--- src/rtl/vcam_pkg.sv ---
package vcam_pkg;

    typedef enum logic [1:0] {
        VT_VALID = 2'b00,
        VT_EMPTY = 2'b01,
        VT_SKIP  = 2'b10,
        VT_RAM   = 2'b11
    } vtype_e;

    typedef enum logic [3:0] {
        OP_NOP    = 4'd0,
        OP_WRITE  = 4'd1,
        OP_CMPND  = 4'd2,
        OP_MASK   = 4'd3,
        OP_SPLIT  = 4'd4,
        OP_SETV   = 4'd5,
        OP_SEARCH = 4'd6,
        OP_ROTL   = 4'd7,
        OP_ROTR   = 4'd8,
        OP_READ   = 4'd9
    } op_e;

    typedef enum logic {
        ST_IDLE   = 1'b0,
        ST_SEARCH = 1'b1
    } st_e;

endpackage

--- src/rtl/vcam_ctrl.sv ---
module vcam_ctrl
    import vcam_pkg::*;
#(
    parameter int WIDTH = 64,
    parameter int SEG_W = 16,
    localparam int SEGS = WIDTH / SEG_W,
    localparam int SPW  = (SEGS > 1) ? $clog2(SEGS) : 1
) (
    input  logic             clk,
    input  logic             rst_n,
    input  logic             cmd_valid,
    input  logic [3:0]       cmd_op,
    input  logic [1:0]       cmd_vtype,
    input  logic [WIDTH-1:0] cmd_data,
    output logic             wr_en,
    output logic             setv_en,
    output logic             rd_en,
    output logic             eval_en,
    output logic [1:0]       srch_type,
    output logic [WIDTH-1:0] key,
    output logic [WIDTH-1:0] care
);

    st_e              st_q, st_nx;
    vtype_e           typ_q;
    logic             trig;
    vtype_e           trig_type;
    logic [WIDTH-1:0] cmp_q;
    logic [WIDTH-1:0] mask_q;
    logic [SPW-1:0]   split_q;
    logic [SEGS-1:0]  seg_on;

    // command decode
    always_comb begin
        trig      = 1'b0;
        trig_type = VT_VALID;
        wr_en     = 1'b0;
        setv_en   = 1'b0;
        rd_en     = 1'b0;
        if (cmd_valid) begin
            case (cmd_op)
                OP_CMPND, OP_MASK, OP_SPLIT: trig = 1'b1;
                OP_SEARCH: begin
                    trig      = 1'b1;
                    trig_type = vtype_e'(cmd_vtype);
                end
                OP_WRITE: wr_en   = 1'b1;
                OP_SETV:  setv_en = 1'b1;
                OP_READ:  rd_en   = 1'b1;
                default: ;
            endcase
        end
    end

    // next state
    always_comb begin
        st_nx = st_q;
        unique case (st_q)
            ST_IDLE:   st_nx = trig ? ST_SEARCH : ST_IDLE;
            ST_SEARCH: st_nx = trig ? ST_SEARCH : ST_IDLE;
        endcase
    end

    // state register
    always_ff @(posedge clk or negedge rst_n) begin
        if (!rst_n) begin
            st_q  <= ST_IDLE;
            typ_q <= VT_VALID;
        end else begin
            st_q <= st_nx;
            if (trig) typ_q <= trig_type;
        end
    end

    // outputs of the state machine
    always_comb begin
        eval_en   = (st_q == ST_SEARCH);
        srch_type = typ_q;
    end

    // key registers
    always_ff @(posedge clk or negedge rst_n) begin
        if (!rst_n) begin
            cmp_q   <= '0;
            mask_q  <= '0;
            split_q <= SPW'(SEGS - 1);
        end else if (cmd_valid) begin
            case (cmd_op)
                OP_CMPND: cmp_q   <= cmd_data;
                OP_MASK:  mask_q  <= cmd_data;
                OP_SPLIT: split_q <= cmd_data[SPW-1:0];
                OP_ROTL:  cmp_q   <= {cmp_q[WIDTH-2:0], cmp_q[WIDTH-1]};
                OP_ROTR:  cmp_q   <= {cmp_q[0], cmp_q[WIDTH-1:1]};
                default: ;
            endcase
        end
    end

    for (genvar g = 0; g < SEGS; g++) begin : g_seg
        assign seg_on[g] = (SPW'(g) <= split_q);
        assign care[g*SEG_W +: SEG_W] = ~mask_q[g*SEG_W +: SEG_W] & {SEG_W{seg_on[g]}};
    end

    assign key = cmp_q;

endmodule

--- src/rtl/vcam_array.sv ---
module vcam_array
    import vcam_pkg::*;
#(
    parameter int DEPTH = 16,
    parameter int WIDTH = 64,
    localparam int AW = $clog2(DEPTH)
) (
    input  logic             clk,
    input  logic             rst_n,
    input  logic             wr_en,
    input  logic             setv_en,
    input  logic             rd_en,
    input  logic [AW-1:0]    addr,
    input  logic [1:0]       vtype_in,
    input  logic [WIDTH-1:0] wdata,
    input  logic [WIDTH-1:0] key,
    input  logic [WIDTH-1:0] care,
    input  logic [1:0]       sel_type,
    output logic [DEPTH-1:0] hit_vec,
    output logic [DEPTH-1:0] empty_vec,
    output logic [WIDTH-1:0] rd_data,
    output logic [1:0]       rd_vt
);

    logic [WIDTH-1:0] mem [DEPTH];
    logic [1:0]       vt  [DEPTH];

    always_ff @(posedge clk) begin
        if (wr_en) mem[addr] <= wdata;
    end

    always_ff @(posedge clk or negedge rst_n) begin
        if (!rst_n) begin
            for (int i = 0; i < DEPTH; i++) vt[i] <= VT_EMPTY;
        end else if (setv_en) begin
            vt[addr] <= vtype_in;
        end
    end

    always_ff @(posedge clk or negedge rst_n) begin
        if (!rst_n) begin
            rd_data <= '0;
            rd_vt   <= '0;
        end else if (rd_en) begin
            rd_data <= mem[addr];
            rd_vt   <= vt[addr];
        end
    end

    for (genvar i = 0; i < DEPTH; i++) begin : g_ent
        assign hit_vec[i]   = (vt[i] == sel_type) && (((mem[i] ^ key) & care) == '0);
        assign empty_vec[i] = (vt[i] == VT_EMPTY);
    end

endmodule

--- src/rtl/vcam_prio.sv ---
module vcam_prio #(
    parameter int N = 16,
    localparam int IW = $clog2(N)
) (
    input  logic [N-1:0]  vec,
    output logic          any,
    output logic          multi,
    output logic [IW-1:0] idx
);

    always_comb begin
        any   = |vec;
        multi = |(vec & (vec - N'(1)));
        idx   = '0;
        for (int i = N - 1; i >= 0; i--) begin
            if (vec[i]) idx = IW'(i);
        end
    end

endmodule

--- src/rtl/vcam_top.sv ---
module vcam_top
    import vcam_pkg::*;
#(
    parameter int DEPTH = 16,
    parameter int WIDTH = 64,
    parameter int SEG_W = 16,
    localparam int AW = $clog2(DEPTH)
) (
    input  logic             clk,
    input  logic             rst_n,
    input  logic             cmd_valid,
    input  logic [3:0]       cmd_op,
    input  logic [AW-1:0]    cmd_addr,
    input  logic [1:0]       cmd_vtype,
    input  logic [WIDTH-1:0] cmd_data,
    output logic [WIDTH-1:0] rd_data,
    output logic [1:0]       stat_vbits,
    output logic             match_flag,
    output logic             multi_flag,
    output logic [AW-1:0]    match_addr,
    output logic             full_flag,
    output logic [AW-1:0]    free_addr
);

    logic             wr_en, setv_en, rd_en, eval_en;
    logic [1:0]       srch_type;
    logic [WIDTH-1:0] key, care;
    logic [DEPTH-1:0] hit_vec, empty_vec;
    logic             hit_any, hit_multi, emp_any, emp_multi;
    logic [AW-1:0]    hit_idx, emp_idx;

    vcam_ctrl #(.WIDTH(WIDTH), .SEG_W(SEG_W)) ctrl_i (
        .clk       (clk),
        .rst_n     (rst_n),
        .cmd_valid (cmd_valid),
        .cmd_op    (cmd_op),
        .cmd_vtype (cmd_vtype),
        .cmd_data  (cmd_data),
        .wr_en     (wr_en),
        .setv_en   (setv_en),
        .rd_en     (rd_en),
        .eval_en   (eval_en),
        .srch_type (srch_type),
        .key       (key),
        .care      (care)
    );

    vcam_array #(.DEPTH(DEPTH), .WIDTH(WIDTH)) array_i (
        .clk       (clk),
        .rst_n     (rst_n),
        .wr_en     (wr_en),
        .setv_en   (setv_en),
        .rd_en     (rd_en),
        .addr      (cmd_addr),
        .vtype_in  (cmd_vtype),
        .wdata     (cmd_data),
        .key       (key),
        .care      (care),
        .sel_type  (srch_type),
        .hit_vec   (hit_vec),
        .empty_vec (empty_vec),
        .rd_data   (rd_data),
        .rd_vt     (stat_vbits)
    );

    vcam_prio #(.N(DEPTH)) hit_enc_i (
        .vec   (hit_vec),
        .any   (hit_any),
        .multi (hit_multi),
        .idx   (hit_idx)
    );

    vcam_prio #(.N(DEPTH)) free_enc_i (
        .vec   (empty_vec),
        .any   (emp_any),
        .multi (emp_multi),
        .idx   (emp_idx)
    );

    always_ff @(posedge clk or negedge rst_n) begin
        if (!rst_n) begin
            match_flag <= 1'b0;
            multi_flag <= 1'b0;
            match_addr <= '0;
        end else if (eval_en) begin
            match_flag <= hit_any;
            multi_flag <= hit_multi;
            match_addr <= hit_idx;
        end
    end

    always_ff @(posedge clk or negedge rst_n) begin
        if (!rst_n) begin
            full_flag <= 1'b0;
            free_addr <= '0;
        end else begin
            full_flag <= ~emp_any;
            free_addr <= emp_idx;
        end
    end

    logic unused_ok;
    assign unused_ok = emp_multi;

endmodule

--- config.mk ---
export PLATFORM = sky130hd
export DESIGN_NAME = vcam_top
export DESIGN_NICKNAME = d
export VERILOG_FILES = /design/src/rtl/vcam_pkg.sv /design/src/rtl/vcam_ctrl.sv /design/src/rtl/vcam_array.sv /design/src/rtl/vcam_prio.sv /design/src/rtl/vcam_top.sv
export SDC_FILE = /design/constraint.sdc
export NUM_CORES = 2
export LEC_CHECK = 0
export BUFFER_PORTS_ARGS = -buffer_cell sky130_fd_sc_hd__buf_4
export CAP_MARGIN = 0
export CORE_MARGIN = 5
export CORE_UTILIZATION = 30
export CTS_BUF_LIST = sky130_fd_sc_hd__clkbuf_4 sky130_fd_sc_hd__clkbuf_8 sky130_fd_sc_hd__clkbuf_16
export CTS_CLUSTER_DIAMETER = 150
export CTS_CLUSTER_SIZE = 24
export DETAILED_ROUTE_END_ITERATION = 10
export GPL_TIMING_DRIVEN = 0
export SLEW_MARGIN = 40
export SYNTH_ARGS = -nofsm -noshare
export SYNTH_HDL_FRONTEND = slang
export SYNTH_SLANG_ARGS = --single-unit
--- constraint.sdc ---
create_clock -name clk -period 4.3 [get_ports clk]
set_clock_uncertainty 0.1 [all_clocks]
set_input_delay 0 -clock clk [delete_from_list [all_inputs] [get_ports clk]]
set_output_delay 0 -clock clk [all_outputs]
set_load 0.1 [all_outputs]
==> results.cfg <==
[status]
status = finished with violations
violations = negative setup slack

[floorplan]
io_pins = 154
die-area_um2 = 225000
die_y_um = 475
core_um2 = 215000
die-width_um = 475
rows = 170
initial_utilization_pct = 30.2

[place]
post-place-ws_ns = -1.57
gp_congestion = 1.09
port_buffers = 149
dp_hpwl_um = 405000
dpl_cell_area_um2 = 76700

[cells_and_area]
drive_above_1_share_pct = 38.0
fin_area_um2 = 83000
fin_util_pct = 38.7
area_growth_pct = 28.1
nNetsFinal = 5163
fillers = 20100

[synthesis]
synth.cells.most_frequent = xnor2_1, edfxtp_1, o22ai_1, mux4_2, dfrtp_1
synthCells = 4398
ys_ff_latch = 1266
yosys.area.top_type_share_pct = 47.4
synth_ff_type = edfxtp_1
synth_cell_types = 57
synthAdderAreaFrac_pct = 0.0328
synth.yosys.warnings = 0
synth-edff-count = 1024
muxShareOfSynthArea_pct = 14.3
synth_top_family_by_area = multiplexers
synth_nets = 4475
yosys.area_share.simple_pct = 4.04
async_flop_share_pct = 19.1
synth_compound_area_share_pct = 7.82
avgSynthCellArea_um2 = 14.7
yosysMostFrequentCell = xnor2_1
synth_area_leader_cell = edfxtp_1
synth_xor_area_share_pct = 14.3
synth_area_leaders = edfxtp_1, xnor2_1, mux4_2
ys_seq_area_share_pct = 56.8
syn_area_um2 = 64800

[power_and_ir_drop]
netSwitchingFraction_pct = 48.2
p_sw_mw = 21.0
seqPwrFrac_pct = 32.1
internal-power_mw = 22.6
peakVddDrop_mv = 0.349
leakagePower_nw = 27.8
power_frac_comb_pct = 49.4
powerDensity_nw_per_um2 = 526
p_clk_share_pct = 18.5
total_power_mw = 43.6

[job]
drv_cap = 0

[setup_path]
crit_type = reg -> reg
ff2ff_path_depth = 12
startpoint_type = register
end_kind = register
crit_arrival_ns = 5.05
required_ns = 4.84
crit_fanout = 10

[drt]
top_layer_used = met5
drcViolationCount = 0
via_per_inst = 6.51
dr.pass1.iters = 8
wl_per_cell_um = 61.5
routed-wl-met2_um = 199000
route.met3.wl_um = 59200
drt_iter0_drc = 9201
routed_wl_um = 494000
drtAntennaViolNets = 0
vias = 52200
met1Wirelength_um = 190000

[sta]
max_slew.worst_pin.slew_ns = 1.09
hold_viol_final = 0
fin_crit_ns = 4.51
finalCritPeriodShare_pct = 105
timing.final.setup_violations = 4
grt_setup_unrepaired = yes
fin_ws_ns = -0.210
slew_viol_final = 0
fmax_mhz = 222
whs_ns = 0.0326
max-slew-margin-rel_pct = 26.6

[worst_hold_path]
holdCritPathClass = in -> reg
holdPathStages = 2

[global_routing]
antenna_found_initial = 102
grt_pass1_vias = 47400
grt_pass1_wl_um = 601000
gr-usage-all-layers_pct = 43.0
grt_overflow_total = 0
grt_max_degree = 63

[clock_network]
clkTransAtPathRegs_ns = 0.12
cts_tree = built
numCtsBuffers = 66
clk_path_buf_depth = 3
htreeDepth = 3
clk_latency_ns = 0.80
cts_root_buffer = clkbuf_16
cts_sinks = 1266
## per-stage QoR
stage / instances / TNS (ns)
after floorplan: 4398 / -26.80
after global placement: 7385 / -7957.03
after detailed placement: 7636 / -8.04
after CTS: 7959 / -0.0693
after global routing: 7978 / -0.0690
final: 8026 / -0.552
## cell usage in the layout (no fill, tap or decap), types with 28 or more instances in the layout
cell and n:
a21oi_1 74, a22o_1 68, buf_12 41, buf_16 104, buf_2 156, buf_4 247
buf_6 92, buf_8 61, clkbuf_1 34, clkbuf_16 70, clkbuf_2 95, clkbuf_4 65
dfrtp_1 224, diode_2 50, dlygate4sd3_1 129, edfxtp_1 1024, mux2_2 163, mux4_2 330
nand2_1 89, nand2b_1 28, nor2_1 54, nor4_1 58, nor4_2 34, o21ai_0 72
o22ai_1 372, o22ai_2 76, o22ai_4 40, xnor2_1 827, xnor2_2 218
## power by group through the flow
stage	sequential, mW	clock, mW	combinational (mW)
2_1_floorplan	15.5	0	6.33
5_1_grt	14.1	8.45	20.6
3_3_place_gp	14.3	0	17.9
3_5_place_dp	14.3	0	19.0
6_report	14.0	8.07	21.6
4_1_cts	14.0	8.04	20.1
## flip-flops by register name, indices dropped and copies added (netlist names)
signal,count
ctrl_i.mask_q,64
array_i.vt,32
full_flag,1
ctrl_i.key,64
ctrl_i.srch_type,2
array_i.rd_vt,2
match_addr,4
ctrl_i.eval_en,1
match_flag,1
multi_flag,1
array_i.mem,1024
ctrl_i.split_q,2
free_addr,4
array_i.rd_data,64
## what timing repair did
item / in CTS / in global routing
resized for setup: 227 / 59
cloned: 3 / 1
endpoints found under the hold margin: 1394 / 0
buffers inserted: 75 / 17
hold buffers: 130 / 0
pin swaps: 51 / 31
endpoints found under the setup margin: 6 / 4
## per-layer routing
layer	vias to the layer above	track usage, %
met5	-	0
met4	28	30.6
met3	1047	14.9
met2	4708	59.6
met1	28000	55.7
li1	18400	-
## worst max-delay path: stages (launching register included)
cell	delay [ns]
dfrtp_1	0.39
buf_2	0.23
buf_2	0.32
xnor2_2	0.65
o22ai_1	0.38
nor4_2	0.43
nand4_1	0.52
nor3_4	0.36
buf_12	0.17
o31ai_1	0.09
a211o_1	0.34
a211oi_2	0.26
o41ai_2	0.08
## path summary, 6_finish.rpt
kind	startpoint	end	slack [ns]
max	ctrl_i.key[25]	match_addr[1]	-0.21
min	cmd_data[8]	array_i.mem[14][8]	0.03
max reg2reg	ctrl_i.key[25]	match_addr[1]	-0.21
min reg2reg	ctrl_i.mask_q[34]	ctrl_i.mask_q[34]	0.41
max in group asynchronous	rst_n	ctrl_i.key[4]	2.49
min in group asynchronous	rst_n	array_i.rd_data[33]	0.23
## layout make-up
type | instances | area, um^2 | share of cell area [%]
Sequential cell | 1266 | 36800 | 44.4
Tap cell | 2838 | 3550 | 4.28
Antenna cell | 50 | 125 | 0.151
Multi-Input combinational cell | 2763 | 30000 | 36.1
Timing Repair Buffer | 624 | 8130 | 9.79
Inverter | 3 | 11.3 | 0.0136
Buffer | 362 | 2250 | 2.71
Clock buffer | 109 | 2030 | 2.44
Clock inverter | 11 | 139 | 0.167
## cells by family after synthesis
logic type | Yosys count
buffers and inverters | 369
DFF | 1266
adders and majority gates | 2
muxes | 493
AOI/OAI and AO/OA | 768
and+or+nand+nor | 444
xor gates and xnor gates | 1056
No activity file was read; power rests on OpenSTA's default activity.
